==> src/rtl/tcc_pkg.sv <==
package tcc_pkg;

    localparam int CTRL_W = 8;

    typedef struct packed {
        logic       tsel;      // 0: timer A is reference, 1: timer B
        logic       cmp_en;    // compare enable
        logic [2:0] spare;     // unused
        logic       conv_en;   // converter trigger
        logic       opp_sel;   // reset opposite instead of reference
        logic       rst_en;    // reset enable
    } ctrl_t;

    typedef struct packed {
        logic match;
        logic pend;
        logic rst_a;
        logic rst_b;
        logic conv;
    } evt_t;

    localparam evt_t EVT_IDLE = '{default: 1'b0};

    // Returns {reset A, reset B} for a given control setting.
    function automatic logic [1:0] reset_targets(input ctrl_t c);
        logic reset_ref_a;
        reset_ref_a = (c.tsel == 1'b0) ^ c.opp_sel;
        if (!c.rst_en) begin
            return 2'b00;
        end
        return reset_ref_a ? 2'b10 : 2'b01;
    endfunction

endpackage

==> src/rtl/tcc_detect.sv <==
module tcc_detect #(
    parameter int TW = 16
) (
    input  logic          clk,
    input  logic          rst,
    input  logic          en,
    input  logic [TW-1:0] ref_val,
    input  logic [TW-1:0] cmp_val,
    output logic          hit
);
    logic          eq_now;
    logic          prev_eq;
    logic [TW-1:0] prev_val;
    logic          fresh;

    assign eq_now = en && (ref_val == cmp_val);
    assign fresh  = !(prev_eq && (ref_val == prev_val));
    assign hit    = eq_now && fresh;

    always_ff @(posedge clk) begin
        if (rst) begin
            prev_eq  <= 1'b0;
            prev_val <= '0;
        end else begin
            prev_eq  <= eq_now;
            prev_val <= ref_val;
        end
    end


    hold_once_chk: assert property (@(posedge clk) disable iff (rst)
        hit |=> !(hit && $stable(ref_val)));

endmodule

==> src/rtl/tcc_action.sv <==
module tcc_action
    import tcc_pkg::*;
(
    input  logic  clk,
    input  logic  rst,
    input  logic  hit,
    input  ctrl_t ctrl,
    input  logic  conv_src_sel,
    output evt_t  evt
);
    evt_t      nxt;
    logic [1:0] tgt;

    always_comb begin
        tgt       = reset_targets(ctrl);
        nxt       = EVT_IDLE;
        nxt.match = hit;
        nxt.pend  = hit;
        nxt.rst_a = hit && tgt[1];
        nxt.rst_b = hit && tgt[0];
        nxt.conv  = hit && ctrl.conv_en && conv_src_sel;
    end

    always_ff @(posedge clk) begin
        if (rst) begin
            evt <= EVT_IDLE;
        end else begin
            evt <= nxt;
        end
    end


    no_reset_when_off_chk: assert property (@(posedge clk) disable iff (rst)
        (evt.rst_a || evt.rst_b) |-> $past(ctrl.rst_en));


    single_reset_chk: assert property (@(posedge clk) disable iff (rst)
        !(evt.rst_a && evt.rst_b));


    conv_needs_src_chk: assert property (@(posedge clk) disable iff (rst)
        evt.conv |-> ($past(conv_src_sel) && $past(ctrl.conv_en) && evt.match));


    pend_follows_match_chk: assert property (@(posedge clk) disable iff (rst)
        evt.pend == evt.match);

endmodule

==> src/rtl/tcc_top.sv <==
module tcc_top
    import tcc_pkg::*;
#(
    parameter int TW = 16
) (
    input  logic          clk,
    input  logic          rst,
    input  logic [TW-1:0] timer_a,
    input  logic [TW-1:0] timer_b,
    input  logic [TW-1:0] cmp_val,
    input  logic [7:0]    ctrl,
    input  logic          conv_src_sel,
    output logic          match_evt,
    output logic          pend_set,
    output logic          rst_timer_a,
    output logic          rst_timer_b,
    output logic          conv_start
);
    ctrl_t         c;
    logic [TW-1:0] ref_val;
    logic          hit;
    evt_t          evt;

    assign c       = ctrl_t'(ctrl);
    assign ref_val = c.tsel ? timer_b : timer_a;

    tcc_detect #(.TW(TW)) detect_i (
        .clk     (clk),
        .rst     (rst),
        .en      (c.cmp_en),
        .ref_val (ref_val),
        .cmp_val (cmp_val),
        .hit     (hit)
    );

    tcc_action action_i (
        .clk          (clk),
        .rst          (rst),
        .hit          (hit),
        .ctrl         (c),
        .conv_src_sel (conv_src_sel),
        .evt          (evt)
    );

    assign match_evt   = evt.match;
    assign pend_set    = evt.pend;
    assign rst_timer_a = evt.rst_a;
    assign rst_timer_b = evt.rst_b;
    assign conv_start  = evt.conv;


    enable_gates_chk: assert property (@(posedge clk) disable iff (rst)
        match_evt |-> $past(ctrl[6]));


    match_is_equal_chk: assert property (@(posedge clk) disable iff (rst)
        match_evt |-> $past((ctrl[7] ? timer_b : timer_a) == cmp_val));

endmodule

==> config.mk <==
export PLATFORM = sky130hd
export DESIGN_NAME = tcc_top
export DESIGN_NICKNAME = d
export VERILOG_FILES = /design/src/rtl/tcc_pkg.sv /design/src/rtl/tcc_detect.sv /design/src/rtl/tcc_action.sv /design/src/rtl/tcc_top.sv
export SDC_FILE = /design/constraint.sdc
export NUM_CORES = 1
export LEC_CHECK = 0
export ABC_AREA = 1
export BUFFER_PORTS_ARGS = -buffer_cell sky130_fd_sc_hd__buf_2
export CAP_MARGIN = 20
export CORE_UTILIZATION = 50
export CTS_CLUSTER_SIZE = 14
export DETAILED_ROUTE_END_ITERATION = 8
export GPL_TIMING_DRIVEN = 0
export HOLD_SLACK_MARGIN = 0.1
export PLACE_DENSITY = 0.83
export RECOVER_POWER = 50
export SLEW_MARGIN = 15
export SYNTH_ARGS = -nofsm -noshare
export SYNTH_HDL_FRONTEND = slang
export SYNTH_SLANG_ARGS = --single-unit
==> constraint.sdc <==
create_clock -name clk -period 3.4 [get_ports clk]
set_input_delay 0.17 -clock clk [delete_from_list [all_inputs] [get_ports clk]]
set_output_delay 0.17 -clock clk [all_outputs]
set_load 0.02 [all_outputs]
==> summary.md <==
| Metric | Value |
|---|---|
| Worst min path class | primary input to flop |
| Die Wd | 57.7 um |
| Post-synth EDFFs | 0 |
| Most used routing layer | met2 |
| Die Area | 3320 um^2 |
| Fin crit share | 56.6% |
| Maxcap violations | 0 |
| GP Congestion | 0.873 |
| WHS | 115 ps |
| Clk buf depth | 2 |
| Post-synthesis mux area share | 0% |
| Clock latency at the later pin of the worst-skew pair | 300 ps |
| Final number of hold-violating endpoints | 0 |
| Failing checks | design-rule violations |
| CTS resizes | 0 |
| Fin Clk Skew | 8.51 ps |
| Worst path slowest cell | clkinvlp_2 |
| Vias/cell | 4.74 |
| CTS tree | built |
| Critical R2R Capture | action_i.evt[2] |
| Routed len/inst | 10.3 um |
| ANT nets after route | 0 |
| CP startpoint | ctrl[7] |
| CTS Buf Count | 3 |
| # rows | 19 |
| Share of layout cells above drive strength 1 | 25.9% |
| Post-Route Setup TNS | 0 ps |
| Met1 Resource Use GR | 31.8% |
| Post-Syn Area | 1550 um^2 |
| Main combinational cell family by area after synthesis | simple AND/OR/NAND/NOR gates |
| Met3 usage | 2.68% |
| Post-layout min period | 1920 ps |
| CP endpoint kind | flop |
| Total global-route track usage | 24.6% |
| #FFs+latches synth | 21 |
| Worst-path cell chain | clkbuf_1, clkinvlp_2, buf_12, nand2_4, nand2_1, xor2_1, nor2_1, nand2_1, nor2_4, nand2_2, nor2_1 |
| Critical path peak fanout | 10 |
| Setup violators final | 0 |
| DRT Pass-1 Iters | 6 |
| Flop2flop setup slack | 2200 ps |
| N_diodes | 0 |
| Sequential-to-total area share from yosys stat | 27.1% |
| Post-DP HPWL | 2980 um |
| PD cells | 290 nW/um^2 |
| Crit Path Class | primary input to flop |
| Setup repair after global routing missed its margin | false |
| Relative slew slack | 67.3% |
| Post-CTS setup buffers | 0 |
| Register-to-Register Path Depth | 9 |
| Crit path capture | action_i.evt[2] |
| Fin util | 66.9% |
| First-pass GRT wire length | 6420 um |
| Simple-Gate Fraction of Synth Area | 50.2% |
| Initial antenna violation count | 0 |
| Vias post-DR | 1,683 |
| Vias in the first global route | 1,580 |
| Fin area | 1910 um^2 |
| Reg-to-Reg Start | detect_i.prev_val[9] |
| Largest stage delay, worst path | 530 ps |
| Final Total Pwr | 0.553 mW |
| Adder-Cell Fraction of Synth Area | 0% |
| GRT overflow | 0 |
| Clk pin slew, worst setup/hold paths | 120 ps |
| Asr flop ratio synth | 0% |
| Critical Path Start Type | primary input |
| Synth Net Count | 318 |
| Tightest Pin Transition | 491 ps |
| Avg Inst Size Synth | 5.98 um^2 |
| Largest net degree at the start of global routing | 12 |
| Peak VDD IR | 0.200 mV |
| Final net count | 384 |
| Top_reg_cell synth | dfxtp_1 |
| P_leak | 1.13 nW |
| 1st-iter DRT viols | 109 |
| WP data required | 3640 ps |
| Post-DP Area | 1880 um^2 |
| Die height | 57.7 um |
| Drt total wl | 3670 um |
| GRT met2 Usage | 43.2% |
| DRC | 4 |
| Initial core utilization | 54.3% |
| WP data arrival | 2160 ps |
| Port Buffers | 58 |
| Slew Viols, Final | 0 |
| Num Clock Sinks | 21 |
| Fmax | 0.520 GHz |
| Area growth syn-to-layout | 23.2% |
| # IOs | 64 |
| Hold_buf cts | 3 |
| Synth unique cells | 23 |
| Synth Area in Compound Gates | 4.36% |
| Core area | 2850 um^2 |
| Synth Area in XOR/XNOR | 2.83% |
| Clock root buffer master | clkbuf_4 |
| YS warnings | 0 |
| Status | complete, but fails checks |
| Post-Synthesis Cells | 259 |
| H-Tree Level Count | 1 |
[per-stage QoR]
stage	setup WS [ps]	instances
2_1_floorplan	2180	259
4_1_cts	2180	355
6_report	1480	355
3_3_place_gp	1970	348
5_1_grt	1250	355
3_5_place_dp	1970	348
[cell usage after synthesis, types with 2 or more instances]
| cell | n | area share (%) |
|---|---|---|
| nand3_1 | 17 | 5.5 |
| xor2_1 | 3 | 1.7 |
| nand2_1 | 91 | 22 |
| nand3_2 | 2 | 1.3 |
| nand2_4 | 3 | 2.2 |
| inv_1 | 40 | 9.7 |
| xnor2_1 | 2 | 1.1 |
| nand2_2 | 15 | 6.1 |
| o21ai_0 | 7 | 2.3 |
| buf_6 | 2 | 1.5 |
| dfxtp_1 | 21 | 27 |
| buf_12 | 2 | 2.6 |
| nand3b_1 | 7 | 3.4 |
| nor2_1 | 34 | 8.2 |
| a21oi_1 | 5 | 1.6 |
[worst min path at each step]
stage	start	to	slack, ps	depth (start not counted)
3_3_place_gp	ctrl[2]	action_i.evt[0]	390	3
3_5_place_dp	ctrl[2]	action_i.evt[0]	400	3
6_report	timer_a[12]	detect_i.prev_val[12]	110	3
5_1_grt	timer_a[12]	detect_i.prev_val[12]	120	3
2_1_floorplan	ctrl[2]	action_i.evt[0]	290	2
4_1_cts	timer_a[12]	detect_i.prev_val[12]	120	3
[cell families (layout without fill, tap and decap cells)]
family,Yosys count,count (layout)
and+or+nand+nor,172,172
AOI/OAI and AO/OA,13,13
xor gates and xnor gates,5,5
DFF,21,21
buffers and inverters,48,113
[layout by cell type, fill, tap and decap left out, drive strengths merged, types with 2 or more instances in the layout]
cell type / Yosys / final
nor2: 35 / 35
nand3: 19 / 19
xor2: 3 / 3
nand2: 109 / 109
o21ai: 7 / 7
a21oi: 5 / 5
clkbuf: 1 / 7
inv: 41 / 40
nand3b: 7 / 7
buf: 6 / 62
xnor2: 2 / 2
dfxtp: 21 / 21
dlygate4sd3: 0 / 3
[report_power, final]
part | leakage (nW) | switching (mW) | total, mW | internal [mW]
clock | 0.0150 | 0.0746 | 0.120 | 0.0457
sequential | 0.174 | 0.00527 | 0.264 | 0.259
combinational | 0.941 | 0.0950 | 0.169 | 0.0737
total | 1.13 | 0.175 | 0.553 | 0.378
[metal layers]
layer | vias up | wire length [um]
li1 | 908 | -
met1 | 720 | 1640
met2 | 49 | 1790
met3 | 6 | 194
met4 | 0 | 47
met5 | - | 0
[critical path, delay by kind of cell]
kind / cells / cell delay [ps]
buf+inv: 3 / 1160
simple gates: 7 / 660
xor+xnor: 1 / 160
[cell type report]
| class | instances | area (um^2) |
|---|---|---|
| Clock buffer | 4 | 26.3 |
| Multi-Input combinational cell | 190 | 885 |
| Sequential cell | 21 | 420 |
| Buffer | 7 | 62.6 |
| Tap cell | 31 | 38.8 |
| Timing Repair Buffer | 61 | 320 |
| Inverter | 41 | 155 |
| Fill cell | 277 | 945 |
[flip-flops by register name, summed over array words and instances, names as in the netlist]
signal / count
detect_i.prev_eq: 1
detect_i.prev_val: 16
action_i.evt: 4
Power figures use the tool's default switching activity.
